File: config.mk
export PLATFORM = sky130hd
export DESIGN_NAME = slot_type_announcer
export DESIGN_NICKNAME = d
export VERILOG_FILES = /design/src/rtl/slot_id_pkg.sv /design/src/rtl/id_edge_sync.sv /design/src/rtl/id_edge_counter.sv /design/src/rtl/id_bit_serializer.sv /design/src/rtl/slot_type_announcer.sv
export SDC_FILE = /design/constraint.sdc
export NUM_CORES = 1
export LEC_CHECK = 0
export ABC_AREA = 1
export ABC_CLOCK_PERIOD_IN_PS = 4500
export BUFFER_PORTS_ARGS = -buffer_cell sky130_fd_sc_hd__buf_2
export CAP_MARGIN = 20
export CORE_MARGIN = 2
export CORE_UTILIZATION = 45
export DETAILED_ROUTE_END_ITERATION = 10
export PLACE_DENSITY_LB_ADDON = 0.08
export SKIP_CTS_REPAIR_TIMING = 1
export SLEW_MARGIN = 20
export SYNTH_ARGS = -nofsm -noshare
export SYNTH_HDL_FRONTEND = slang
export SYNTH_SLANG_ARGS = --single-unit
File: constraint.sdc
create_clock -name clk -period 4.5 [get_ports clk]
set_input_delay 0.45 -clock clk [delete_from_list [all_inputs] [get_ports clk]]
set_output_delay 0.45 -clock clk [all_outputs]
set_load 0.03 [all_outputs]
File: src/rtl/slot_id_pkg.sv
`timescale 1ns/1ps
// Shared sizing constants for the slot-scheduled type announcer.
// Assumes a type code of a power-of-two width so bit selection is exact.
package slot_id_pkg;
    localparam int ID_CODE_W      = 8;   // bits per type code and per window
    localparam int ID_SLOT_W      = 4;   // width of the wired slot number
    localparam int ID_NUM_SLOTS   = 14;  // populated slot positions 0..13
    localparam int ID_SYNC_STAGES = 2;   // flops before edge detection
endpackage

File: src/rtl/id_edge_sync.sv
`timescale 1ns/1ps
// Brings the asynchronous identification clock into the system clock domain
// and emits a one-cycle pulse for every low-to-high transition.
// Assumes the identification clock stays at each level for several system
// clocks. All flops reset to 1, so a level already high at reset release
// produces no pulse.
module id_edge_sync #(
    parameter int STAGES = 2
) (
    input  logic clk,
    input  logic rst_n,
    input  logic id_clk_async,
    output logic rise_pulse
);
    // chain[STAGES-1] is the synchronized level, chain[STAGES] the previous one
    logic [STAGES:0] chain;

    // Shift the async level through the synchronizer plus one history flop
    always_ff @(posedge clk) begin
        if (!rst_n) begin
            chain <= '1;
        end else begin
            chain <= {chain[STAGES-1:0], id_clk_async};
        end
    end

    // A rise is the synchronized level high while the previous level was low
    assign rise_pulse = chain[STAGES-1] & ~chain[STAGES];

    // one synchronized rise gives exactly one pulse
    p_single_pulse_r2: assert property (@(posedge clk) disable iff (!rst_n)
        rise_pulse |=> !rise_pulse);
endmodule

File: src/rtl/id_edge_counter.sv
`timescale 1ns/1ps
// Counts identification-clock rises since reset release and saturates at
// MAX, which lies past the last possible window. After saturation the count
// never wraps back into an earlier window.
module id_edge_counter #(
    parameter int MAX   = 112,
    parameter int CNT_W = 7
) (
    input  logic             clk,
    input  logic             rst_n,
    input  logic             step,
    output logic [CNT_W-1:0] count,
    output logic             saturated
);
    // Flag the ceiling so the serializer can tell the schedule is over
    assign saturated = (count == CNT_W'(MAX));

    // Advance once per rise until the ceiling is reached
    always_ff @(posedge clk) begin
        if (!rst_n) begin
            count <= '0;
        end else if (step && !saturated) begin
            count <= count + 1'b1;
        end
    end

    // the count never passes its ceiling
    p_no_overflow_r5: assert property (@(posedge clk) disable iff (!rst_n)
        count <= CNT_W'(MAX));

    // the count moves by at most one per system clock and never backward
    p_step_r2: assert property (@(posedge clk) disable iff (!rst_n)
        $past(rst_n) |-> (count == $past(count)) || (count == $past(count) + 1'b1));
endmodule

File: src/rtl/id_bit_serializer.sv
`timescale 1ns/1ps
// Holds the slot number and type code captured during reset. Decides whether
// the current count falls inside this slot's window and, if so, which code
// bit to present, most significant bit first. Drives a registered pull-low
// request: a 0 bit sinks the wire, a 1 bit or no window releases it.
module id_bit_serializer #(
    parameter int CODE_W    = 8,
    parameter int SLOT_W    = 4,
    parameter int NUM_SLOTS = 14,
    parameter int CNT_W     = 7
) (
    input  logic              clk,
    input  logic              rst_n,
    input  logic [SLOT_W-1:0] slot_id,
    input  logic [CODE_W-1:0] type_code,
    input  logic [CNT_W-1:0]  count,
    input  logic              saturated,
    output logic              pull
);
    localparam int BIT_W  = (CODE_W > 1) ? $clog2(CODE_W) : 1;
    localparam int WIDE   = (CNT_W > SLOT_W + BIT_W) ? CNT_W : SLOT_W + BIT_W;
    localparam int CALC_W = WIDE + 1;

    logic [SLOT_W-1:0] slot_q;
    logic [CODE_W-1:0] code_q;
    logic [CALC_W-1:0] cnt_ext;
    logic [CALC_W-1:0] win_start;
    logic [CALC_W-1:0] win_stop;
    logic [BIT_W-1:0]  offset;
    logic [BIT_W-1:0]  sel;
    logic              slot_ok;
    logic              in_win;
    logic              pull_next;

    // Capture the wired slot and type code while reset holds
    always_ff @(posedge clk) begin
        if (!rst_n) begin
            slot_q <= slot_id;
            code_q <= type_code;
        end
    end

    // Locate the window and the code bit for the current count
    always_comb begin
        cnt_ext   = CALC_W'(count);
        win_start = CALC_W'(slot_q) * CALC_W'(CODE_W);
        win_stop  = win_start + CALC_W'(CODE_W);
        offset    = BIT_W'(cnt_ext - win_start);
        sel       = BIT_W'(CODE_W - 1) - offset;
        slot_ok   = (int'(slot_q) < NUM_SLOTS);
        in_win    = slot_ok && (cnt_ext >= win_start) && (cnt_ext < win_stop);
        pull_next = in_win && !code_q[sel];
    end

    // Register the pull request so the wire driver sees a clean level
    always_ff @(posedge clk) begin
        if (!rst_n) begin
            pull <= 1'b0;
        end else begin
            pull <= pull_next;
        end
    end

    // a cycle in reset always leaves the wire released
    p_release_in_reset_r1: assert property (@(posedge clk)
        !rst_n |=> !pull);

    // captured slot and code hold while reset stays released
    p_capture_hold_r6: assert property (@(posedge clk) disable iff (!rst_n)
        $past(rst_n) |-> $stable(slot_q) && $stable(code_q));

    // an unpopulated slot position never sinks the wire
    p_bad_slot_quiet_r7: assert property (@(posedge clk) disable iff (!rst_n)
        (int'(slot_q) >= NUM_SLOTS) |-> !pull);

    // once the count has saturated the wire stays released
    p_silent_after_r5: assert property (@(posedge clk) disable iff (!rst_n)
        (saturated && $past(saturated)) |-> !pull);
endmodule

File: src/rtl/slot_type_announcer.sv
`timescale 1ns/1ps
// Per-module type announcer for the shared identification wire.
// Counts synchronized identification-clock rises from reset release. Inside
// the window of eight counts that starts at eight times the wired slot
// number, it shifts out the type code MSB first on an open-drain request.
// Assumes the console holds each identification-clock level for several
// system clocks.
module slot_type_announcer
    import slot_id_pkg::*;
#(
    parameter int CODE_W      = ID_CODE_W,
    parameter int SLOT_W      = ID_SLOT_W,
    parameter int NUM_SLOTS   = ID_NUM_SLOTS,
    parameter int SYNC_STAGES = ID_SYNC_STAGES
) (
    input  logic              clk,
    input  logic              rst_n,
    input  logic              id_clk,
    input  logic [SLOT_W-1:0] slot_id,
    input  logic [CODE_W-1:0] type_code,
    output logic              id_pull
);
    localparam int CNT_MAX = NUM_SLOTS * CODE_W;
    localparam int CNT_W   = $clog2(CNT_MAX + 1);

    logic             rise;
    logic [CNT_W-1:0] count;
    logic             saturated;

    id_edge_sync #(
        .STAGES(SYNC_STAGES)
    ) u_sync (
        .clk          (clk),
        .rst_n        (rst_n),
        .id_clk_async (id_clk),
        .rise_pulse   (rise)
    );

    id_edge_counter #(
        .MAX   (CNT_MAX),
        .CNT_W (CNT_W)
    ) u_count (
        .clk       (clk),
        .rst_n     (rst_n),
        .step      (rise),
        .count     (count),
        .saturated (saturated)
    );

    id_bit_serializer #(
        .CODE_W    (CODE_W),
        .SLOT_W    (SLOT_W),
        .NUM_SLOTS (NUM_SLOTS),
        .CNT_W     (CNT_W)
    ) u_ser (
        .clk       (clk),
        .rst_n     (rst_n),
        .slot_id   (slot_id),
        .type_code (type_code),
        .count     (count),
        .saturated (saturated),
        .pull      (id_pull)
    );
endmodule

# --- Word-level counts from Yosys, hierarchy flattened ---
# Cells that the tools add are included.
op_classes:
  n_lt_le_gt_ge: 4
  n_eq_ne: 1
  n_addsub: 4
  n_mux: 2
  n_bitwise: 2
  reduce_logical: 6
op_table:
  columns: ["operator", "n"]
  rows:
  - ["$add A7 B4 Y8 const B", 1]
  - ["$lt A7 B8 Y1", 1]
  - ["$add A7 B1 Y7 const B", 1]
  - ["$eq A7 B7 Y1 const B", 1]
  - ["$ge A7 B7 Y1", 1]
  - ["$logic_and A1 B1 Y1", 4]
  - ["$lt A3 B4 Y1 const B", 1]
  - ["$lt A4 B4 Y1 const B", 1]
  - ["$bmux W1 S3", 1]
  - ["$sub A3 B1 Y3 const B", 1]
  - ["$sub A3 B3 Y3 const A", 1]
  - ["$logic_not A1 Y1", 2]
  - ["$and A1 B1 Y1", 1]
  - ["$mux W1", 1]
  - ["$not A1 Y1", 1]
word_totals:
  out_inout_bits: 1
  input_bits: 15
  register_bits: 23

# --- Depth between registers and ports, before layout ---
# Gate-level depths: netlist (run 1).
depth:
  depth_word: 6
  mapped_depth: 10
  ltp_nobuf: 10

# --- By module ---
# A second synthesis (run 1) with hierarchy kept.
unflattened:
  hier_cells: 148
  hier_area_um2: 1261.2
by_module_without_submodules:
  columns: ["module", "area_each_um2", "seq_area_each_um2", "instances", "cells_each"]
  rows:
  - ["id_bit_serializer", 748.2, 380.4, 1, 81]
  - ["id_edge_counter", 424.2, 140.1, 1, 57]
  - ["id_edge_sync", 88.8, 60.1, 1, 10]

# --- Worst setup path before layout (run 1) ---
# Ideal clock, no wire load.
synth_timing:
  path_kind: "flip-flop to flip-flop"
  startpoint: "register u_ser.slot_q[0]"
  endpoint: "register u_ser.pull"
  path_buffers: 0
  arrival_ns: 1.450
  path_stages_with_launch: 11
  path_slack_ns: 2.987
  t_required_ns: 4.436
  path_cell_list: "edfxtp_1 ha_1 xnor2_1 ha_1 nand2_1 nand2_1 nand3_1 nand2_1 nor2_1 nand3_1 nor2_1"
synth_via:
  elab_chain_cells: 4
  elab_cells_between_ends: 7
synth_lines:
  columns: ["element", "line", "rtl"]
  rows:
  - ["start, declared", "id_bit_serializer.sv:24", "logic [SLOT_W-1:0] slot_q;"]
  - ["start signal, assigned", "id_bit_serializer.sv:38", "slot_q <= slot_id;"]
  - ["$add A7 B4 Y8, or another cell as far along", "id_bit_serializer.sv:47", "win_stop = win_start + CALC_W'(CODE_W);"]
  - ["$lt A7 B8 Y1 / $logic_and A1 B1 Y1 (equally long branches)", "id_bit_serializer.sv:51", "in_win = slot_ok && (cnt_ext >= win_start) && (cnt_ext < win_stop);"]
  - ["$logic_and A1 B1 Y1 *", "id_bit_serializer.sv:51", null]
  - ["$logic_and A1 B1 Y1 *", "id_bit_serializer.sv:52", "pull_next = in_win && !code_q[sel];"]
  - ["end signal, assigned", "id_bit_serializer.sv:60", "pull <= pull_next;"]
  - ["end, declared", "id_bit_serializer.sv:18", "output logic pull"]
# Every way passes the cells marked *; elsewhere a longest branch is shown, timed or not.
# A chain may end at the register's enable or synchronous reset.

# --- Final worst setup path (run 1) ---
# Same ends and word-level chain as after synthesis.

==> results of run 1 <==
==> worst max-delay path by stage <==
stage | slack [ns] | cells after the start | end | startpoint
global route | 2.63 | 10 | u_ser.pull$_SDFF_PN0_ | u_ser.slot_q[0]$_DFFE_PN_
global placement | 2.95 | 10 | u_ser.pull$_SDFF_PN0_ | u_ser.slot_q[0]$_DFFE_PN_
CTS | 2.79 | 10 | u_ser.pull$_SDFF_PN0_ | u_ser.slot_q[0]$_DFFE_PN_
floorplan | 2.99 | 10 | u_ser.pull$_SDFF_PN0_ | u_ser.slot_q[0]$_DFFE_PN_
detailed placement | 2.81 | 10 | u_ser.pull$_SDFF_PN0_ | u_ser.slot_q[0]$_DFFE_PN_
finish | 2.79 | 10 | u_ser.pull$_SDFF_PN0_ | u_ser.slot_q[0]$_DFFE_PN_
==> kinds of logic (layout without fill, tap and decap cells) <==
| logic type | count (synthesis) | in the layout | synth area share (%) |
|---|---|---|---|
| AND/OR/NAND/NOR | 65 | 65 | 23.1 |
| buffers and inverters | 25 | 43 | 8.27 |
| AO/OA/AOI/OAI | 15 | 15 | 6.43 |
| XOR/XNOR | 5 | 5 | 3.58 |
| adder cells (fa/ha/maj) | 11 | 11 | 11.2 |
| flip-flops | 23 | 23 | 47.4 |
==> layout by cell type, fill, tap and decap left out, types with 5 or more instances in the layout <==
cell type / count
buf_2: 15
dfxtp_1: 11
a21oi_1: 7
nand2_1: 32
ha_1: 11
inv_1: 21
o21ai_0: 5
nor2_1: 16
edfxtp_1: 12
nand3_1: 11
==> state kept, by name, summed over array words and instances (netlist names) <==
signal	cells
u_count.count	7
u_ser.code_q	8
u_ser.pull	1
u_ser.slot_q	4
u_sync.chain	3
==> per-layer routing <==
| layer | share of wire [%] | GRT usage [%] | wire (um) |
|---|---|---|---|
| met2 | 47 | 24.7 | 1010 |
| met5 | 0 | 0 | 0 |
| met1 | 49 | 19.1 | 1050 |
| met4 | 0.70 | 5.10 | 15 |
| met3 | 3.6 | 2.79 | 77 |
==> cell type report <==
| cell class | count | area (sq um) |
|---|---|---|
| fillers | 255 | 1170 |
| flip-flops and latches | 23 | 581 |
| multi-input cells | 96 | 543 |
| inverters | 24 | 90.1 |
| repair buffers | 15 | 75.1 |
| well taps | 30 | 37.5 |
| clock buffers | 4 | 26.3 |
==> per-stage QoR <==
step	hold slack [ns]	util, %	worst slack (ns)
6_report	0.298	53.6	2.79
4_1_cts	0.290	53.6	2.79
3_5_place_dp	0.400	52.6	2.81
2_1_floorplan	0.391	-	2.99
5_1_grt	0.286	53.6	2.63
3_3_place_gp	0.397	52.6	2.95
==> power by group through the flow <==
| stage | Combinational [W] | Sequential [W] | Clock [W] |
|---|---|---|---|
| after floorplan | 0.0000261 | 0.000242 | 0 |
| after global placement | 0.0000379 | 0.000243 | 0 |
| after detailed placement | 0.0000398 | 0.000243 | 0 |
| after CTS | 0.0000403 | 0.000238 | 0.000100 |
| after global routing | 0.0000467 | 0.000239 | 0.000108 |
| final | 0.0000396 | 0.000238 | 0.0000971 |
==> results.txt, run 1 <==
nets = 189
Pint = 0.000284 W
number of flops mapped to enable cells by yosys = 12
cell seen most often among critical-path stages = nand2_1
vias = 924
Final GP Congestion = 0.767
slowest stage cell, crit path = edfxtp_1
r2r endpoint = u_ser.pull$_SDFF_PN0_
Clk pin slew, worst setup/hold paths = 0.13 ns
Gate power share = 10.6%
peak supply drop = 0.210 mV
Setup TNS = 0 ns
Syn-to-layout area delta = 10.4%
Req. time, crit path = 4.76 ns
Pins Over Slew Limit = 0
top cells by count, synth = nand2_1 (32), inv_1 (21), nor2_1 (16), edfxtp_1 (12)
fmax = 0.584 GHz
Tcrit/Tclk final = 38.0%
hold crit path type = in -> reg
R2R depth = 10
post-synth top area share = 29.4%
CTS sink count = 23
Crit Path Class = reg -> reg
RSZ-0062 raised after global routing = false
Die Ht = 56.2 um
Synth area leader = edfxtp_1
worst flop-to-flop path startpoint = u_ser.slot_q[0]$_DFFE_PN_
crit path max fanout = 4
Top FF cell, synth = edfxtp_1
Iter 0 DRT Violations = 14
crit path buf inv count = 0
Tot GR Track Use = 14.8%
post-DP HPWL = 1600 um
leakage = 0.658 nW
Core Region = 2520 sq um
HP Start = type_code[1]
post-route ant nets = 0
router iterations before antenna repair = 4
dpl cell area = 1330 sq um
TritonCTS Buffers = 3
Hold Path End = u_ser.code_q[1]$_DFFE_PN_
synth top area cells = edfxtp_1 (29%), dfxtp_1 (18%), ha_1 (11%), nand2_1 (9.8%), inv_1 (6.4%)
WHS Path Cells = 1
proportion of power drawn by the clock network = 25.9%
Max clock buf depth = 2
Setup Viol. Count Final = 0
drt total wl = 2150 um
largest net degree at the start of global routing = 20
Final Hold Fails = 0
R2R Setup Slk = 2.79 ns
I/O pins = 16
synthesized flop and latch total = 23
Tightest Pin Transition = 0.348 ns
ant diodes = 0
Avg Vias per Cell = 4.81
Rows = 18
placed instance count = 188
Top delay family on crit path = adder cells
number of port buffers = 15
Post-Synthesis Cell Area = 1220 sq um
NetSw = 0.0000910 W
share of layout cells above drive strength 1 = 16.0%
Sequential Power Share = 63.5%
clock root buffer = clkbuf_4
Die Width = 56.2 um
finished layout cell area = 1350 sq um
PD cells = 277 nW/um^2
Syn Area/Cell = 8.51 sq um
yosys warns = 0
startpoint types = flop
Synth async-reset ratio = 0%
TritonCTS clock tree = built
final std cells w/o fill = 192
minimum clock period = 1.71 ns
distinct cell type count after synthesis = 19
critical path's largest stage delay = 0.46 ns
antenna violations before repair = 0
DRC errors left = 0
wire length of the first global-routing pass = 3710 um
die area = 3160 sq um
initial core utilization = 48.6%
wire per inst = 11.2 um
max-cap violations = 0
GRT overflow = 0
Max-slew headroom = 76.8%
worst path arrival time = 1.98 ns
switch share = 24.3%
Crit. End Element = flop
syn_nets = 170
crit path cell chain = ha_1 > xnor2_1 > ha_1 > nand2_1 > nand2_1 > nand3_1 > nand2_1 > nor2_1 > nand3_1 > nor2_1
sequential-to-total area share from yosys stat = 47.4%
vias in the first global route = 884
Cells after Synth = 144
Overall Power = 0.000375 W
most frequent cell after synthesis = nand2_1
status = completed
CTS HTree Levels = 1
Fin Clk Skew = 0.00801 ns
clk_lat worst skew = 0.31 ns
Power figures use the tool's default switching activity.
==> run 2: changes to the inputs <==
ABC_CLOCK_PERIOD_IN_PS = 1550   (was 4500)
clock period = 1.55 ns   (was 4.5 ns; I/O delays follow)
==> results.txt, run 2 (same netlist as run 1, synthesis figures left out) <==
status = finished, violations left
violated checks = setup timing
max-cap violations = 0
wire length of the first global-routing pass = 3770 um
worst path arrival time = 1.84 ns
Fin Clk Skew = 0.00541 ns
leakage = 0.730 nW
CTS sink count = 23
Overall Power = 0.00112 W
Tcrit/Tclk final = 102%
Gate power share = 13.5%
wire per inst = 10.9 um
GRT overflow = 0
pre-CTS setup slack = -0.0653 ns
number of fill cells in the layout = 237
largest net degree at the start of global routing = 20
multi-input logic area = 557 sq um
Biggest register = u_ser.code_q
router iterations before antenna repair = 4
TritonCTS Buffers = 3
max FFs per register = 8
grt met2 use = 23.7%
Iter 0 DRT Violations = 10
Rows = 18
initial core utilization = 48.6%
switch share = 24.1%
Max-slew headroom = 74.9%
Register Area = 581 sq um
die area = 3160 sq um
vias = 994
GR met1 Demand/Resource = 20.1%
Final Hold Fails = 0
Die Ht = 56.2 um
I/O pins = 16
busiest grt layer = met2
TritonCTS clock tree = built
Setup TNS = -0.0372 ns
vias in the first global route = 889
Core Region = 2520 sq um
PD cells = 739 nW/um^2
startpoint types = flop
minimum clock period = 1.59 ns
clock root buffer = clkbuf_4
NetSw = 0.000269 W
Largest regs = u_ser.code_q: 8 flops, u_count.count: 7 flops, u_ser.slot_q: 4 flops
share of layout cells above drive strength 1 = 19.6%
ant diodes = 0
final std cells w/o fill = 209
DRC errors left = 0
M3 GR Usage = 2.79%
Clk pin slew, worst setup/hold paths = 0.13 ns
WHS = 0.00824 ns
number of port buffers = 15
fmax = 0.630 GHz
Pint = 0.000848 W
peak supply drop = 0.558 mV
Setup Viol. Count Final = 1
post-DP HPWL = 1620 um
R2R Setup Slk = -0.04 ns
HP Start = type_code[6]
most common cell after layout, fill and taps aside = nand2_1
Final GP Congestion = 0.767
Avg Vias per Cell = 4.76
antenna violations before repair = 0
worst flop-to-flop path startpoint = u_ser.slot_q[0]$_DFFE_PN_
Pins Over Slew Limit = 0
placed instance count = 194
Crit Path Class = reg -> reg
Max clock buf depth = 2
Die Width = 56.2 um
most frequent cells in the layout = nand2_1 (32), inv_1 (21), nor2_1 (16)
drt total wl = 2280 um
post-route ant nets = 0
hold crit path type = in -> reg
RSZ-0062 raised after global routing = true
CTS HTree Levels = 1
Crit. End Element = flop
Req. time, crit path = 1.80 ns
proportion of power drawn by the clock network = 25.0%
clk_lat worst skew = 0.31 ns
Tightest Pin Transition = 0.376 ns
Sequential Power Share = 61.5%
Critical Path Source = u_ser.slot_q[0]$_DFFE_PN_
Syn-to-layout area delta = 23.4%
Tot GR Track Use = 15.2%
smallest setup slack after layout = -0.0372 ns
crit path max fanout = 2
nets = 206
==> run 2: power groups by stage <==
stage                     clock network [W]  logic (W)  registers [W]
after floorplan                           0  0.0000758       0.000702
after global placement                    0   0.000125       0.000700
after detailed placement                  0   0.000130       0.000702
after CTS                          0.000292   0.000132       0.000688
after global routing               0.000316   0.000171       0.000691
final                              0.000279   0.000150       0.000687
==> run 2: area by class of cell <==
type                    instances  share of cell area, %
repair buffers                 31                   14.6
well taps                      30                   2.48
clock buffers                   4                   1.74
flip-flops and latches         23                   38.4
inverters                      24                   5.96
multi-input cells              97                   36.8
==> run 2: routing by layer <==
layer  routed length (um)  share of wire, %
met1                 1110                49
met2                 1050                46
met3                   74               3.2
met4                   40               1.8
met5                    0                 0
==> run 2: worst max-delay path, cell delays in order, from the launching register on <==
cell and delay (ns):
edfxtp_1 0.43, ha_2 0.21, xnor2_1 0.12, ha_1 0.29, nand2_1 0.06, nand2_1 0.05, nand3_1 0.07, nand2_1 0.05
nor2_1 0.09, nand3_1 0.07, nor2_1 0.08
==> run 2: worst paths after layout <==
check,endpoint,depth (start not counted)
max,u_ser.pull$_SDFF_PN0_,10
min,u_ser.code_q[6]$_DFFE_PN_,1
max reg2reg,u_ser.pull$_SDFF_PN0_,10
min reg2reg,u_sync.chain[1]$_SDFF_PN1_,1
==> run 2: stage by stage <==
stage / cell area, sq um / utilization (%)
global route: 1510 / 59.9
floorplan: 1220 / -
detailed placement: 1370 / 54.4
global placement: 1370 / 54.4
CTS: 1400 / 55.4
finish: 1510 / 59.9
==> run 3: changes to the inputs <==
ABC_CLOCK_PERIOD_IN_PS = 1500   (was 1550)
SLEW_MARGIN = default   (was 20)
clock period = 1.5 ns   (was 1.55 ns; I/O delays follow)
==> results.txt, run 3 (same netlist as run 1, synthesis figures left out) <==
r2r endpoint = u_ser.pull$_SDFF_PN0_
Core Region = 2520 sq um
status = finished, violations left
clock root buffer = clkbuf_4
wire per inst = 10.5 um
peak supply drop = 0.488 mV
number of port buffers = 15
vias in the first global route = 872
ant diodes = 0
Biggest register = u_ser.code_q
Max clock buf depth = 2
placed instance count = 195
Crit Path Class = reg -> reg
max-cap violations = 0
most common cell after layout, fill and taps aside = nand2_1
CTS sink count = 23
RSZ-0062 raised after global routing = true
nets = 209
Setup TNS = -0.0714 ns
CTS HTree Levels = 1
R2R depth = 10
router iterations before antenna repair = 4
Die Ht = 56.2 um
vias = 977
dpl cell area = 1380 sq um
WHS Path Cells = 2
fmax = 0.636 GHz
TritonCTS clock tree = built
PD cells = 751 nW/um^2
Die Width = 56.2 um
largest net degree at the start of global routing = 20
Crit. End Element = flop
Pins Over Slew Limit = 0
HP Start = rst_n
number of fill cells in the layout = 241
cell seen most often among critical-path stages = nand2_1
post-route ant nets = 0
Tightest Pin Transition = 0.365 ns
hold crit path type = in -> reg
max FFs per register = 8
Final GP Congestion = 0.750
clk_lat worst skew = 0.31 ns
Final Hold Fails = 0
startpoint types = flop
Avg Vias per Cell = 4.61
Req. time, crit path = 1.76 ns
DRC errors left = 0
leakage = 0.745 nW
critical path's largest stage delay = 0.42 ns
Tcrit/Tclk final = 105%
minimum clock period = 1.57 ns
die area = 3160 sq um
initial core utilization = 48.6%
slowest stage cell, crit path = edfxtp_1
Finished Core Util = 61.2%
crit path cell chain = ha_2 > xnor2_1 > ha_1 > nand2_1 > nand2_1 > nand3_1 > nand2_1 > nor2_1 > nand3_1 > nor2_1
most frequent cells in the layout = nand2_1 (32), inv_1 (21), nor2_1 (16)
I/O pins = 16
Setup Viol. Count Final = 1
antenna violations before repair = 0
final std cells w/o fill = 212
Iter 0 DRT Violations = 20
Hold Path End = u_sync.chain[2]$_SDFF_PN1_
wire length of the first global-routing pass = 3750 um
Syn-to-layout area delta = 25.9%
TritonCTS Buffers = 3
smallest setup slack after layout = -0.0714 ns
Clk pin slew, worst setup/hold paths = 0.12 ns
Max-slew headroom = 75.6%
finished layout cell area = 1540 sq um
Rows = 18
pre-CTS setup slack = -0.0539 ns
worst path arrival time = 1.83 ns
crit path max fanout = 2
R2R Setup Slk = -0.07 ns
share of layout cells above drive strength 1 = 19.2%
Largest regs = u_ser.code_q: 8 flops, u_count.count: 7 flops, u_ser.slot_q: 4 flops
drt total wl = 2220 um
post-DP HPWL = 1640 um
violated checks = setup timing
Tot GR Track Use = 15.5%
worst flop-to-flop path startpoint = u_ser.slot_q[0]$_DFFE_PN_
Fin Clk Skew = 0.00296 ns
GRT overflow = 0
## run 3: cell count changes in the layout (fill, tap and decap cells not counted)
cell / change
buf_4: +1
dlygate4sd3_1: +3
nand2_2: -1
## run 3: routing by layer
metal / vias up / global-route usage, % / wire (um)
li1: 536 / - / -
met1: 416 / 21.9 / 1100
met2: 18 / 21.8 / 988
met3: 7 / 3.02 / 64
met4: 0 / 9.18 / 66
met5: - / 0 / 0
## run 3: final cells by class
class / count / area [sq um] / share of cell area [%]
inverter: 24 / 90.1 / 5.84
tap: 30 / 37.5 / 2.43
clock buffer: 4 / 26.3 / 1.70
sequential: 23 / 581 / 37.6
multi-input combinational: 96 / 551 / 35.7
timing repair buffer: 35 / 258 / 16.7
## run 3: how the worst max path moves through the flow
stage                                          from  cells past startpoint                     to  slack, ns
final                     u_ser.slot_q[0]$_DFFE_PN_                     10  u_ser.pull$_SDFF_PN0_      -0.07
after global routing      u_ser.slot_q[0]$_DFFE_PN_                     10  u_ser.pull$_SDFF_PN0_      -0.26
after CTS                 u_ser.slot_q[0]$_DFFE_PN_                     10  u_ser.pull$_SDFF_PN0_      -0.08
after detailed placement  u_ser.slot_q[0]$_DFFE_PN_                     10  u_ser.pull$_SDFF_PN0_      -0.05
after global placement    u_ser.slot_q[1]$_DFFE_PN_                     10  u_ser.pull$_SDFF_PN0_       0.03
after floorplan           u_ser.slot_q[0]$_DFFE_PN_                     10  u_ser.pull$_SDFF_PN0_       0.02
## run 3: report_power, final
group / total, W / internal [W] / switching [W]
sequential: 0.000710 / 0.000696 / 0.0000139
combinational: 0.000161 / 0.0000823 / 0.0000783
clock: 0.000288 / 0.000104 / 0.000184
## run 3: critical path, delay by kind of cell, from the launching register on
family	cells	cell delay, ns
flip-flops	1	0.42
AND/OR/NAND/NOR	7	0.46
XOR/XNOR	1	0.12
adder cells (fa/ha/maj)	2	0.50
## run 3: stage by stage
stage	hold WS, ns	total power (W)
floorplan	0.219	0.000805
global placement	0.326	0.000855
detailed placement	0.328	0.000859
CTS	-0.0126	0.00115
global route	0.0385	0.00123
finish	0.0602	0.00116
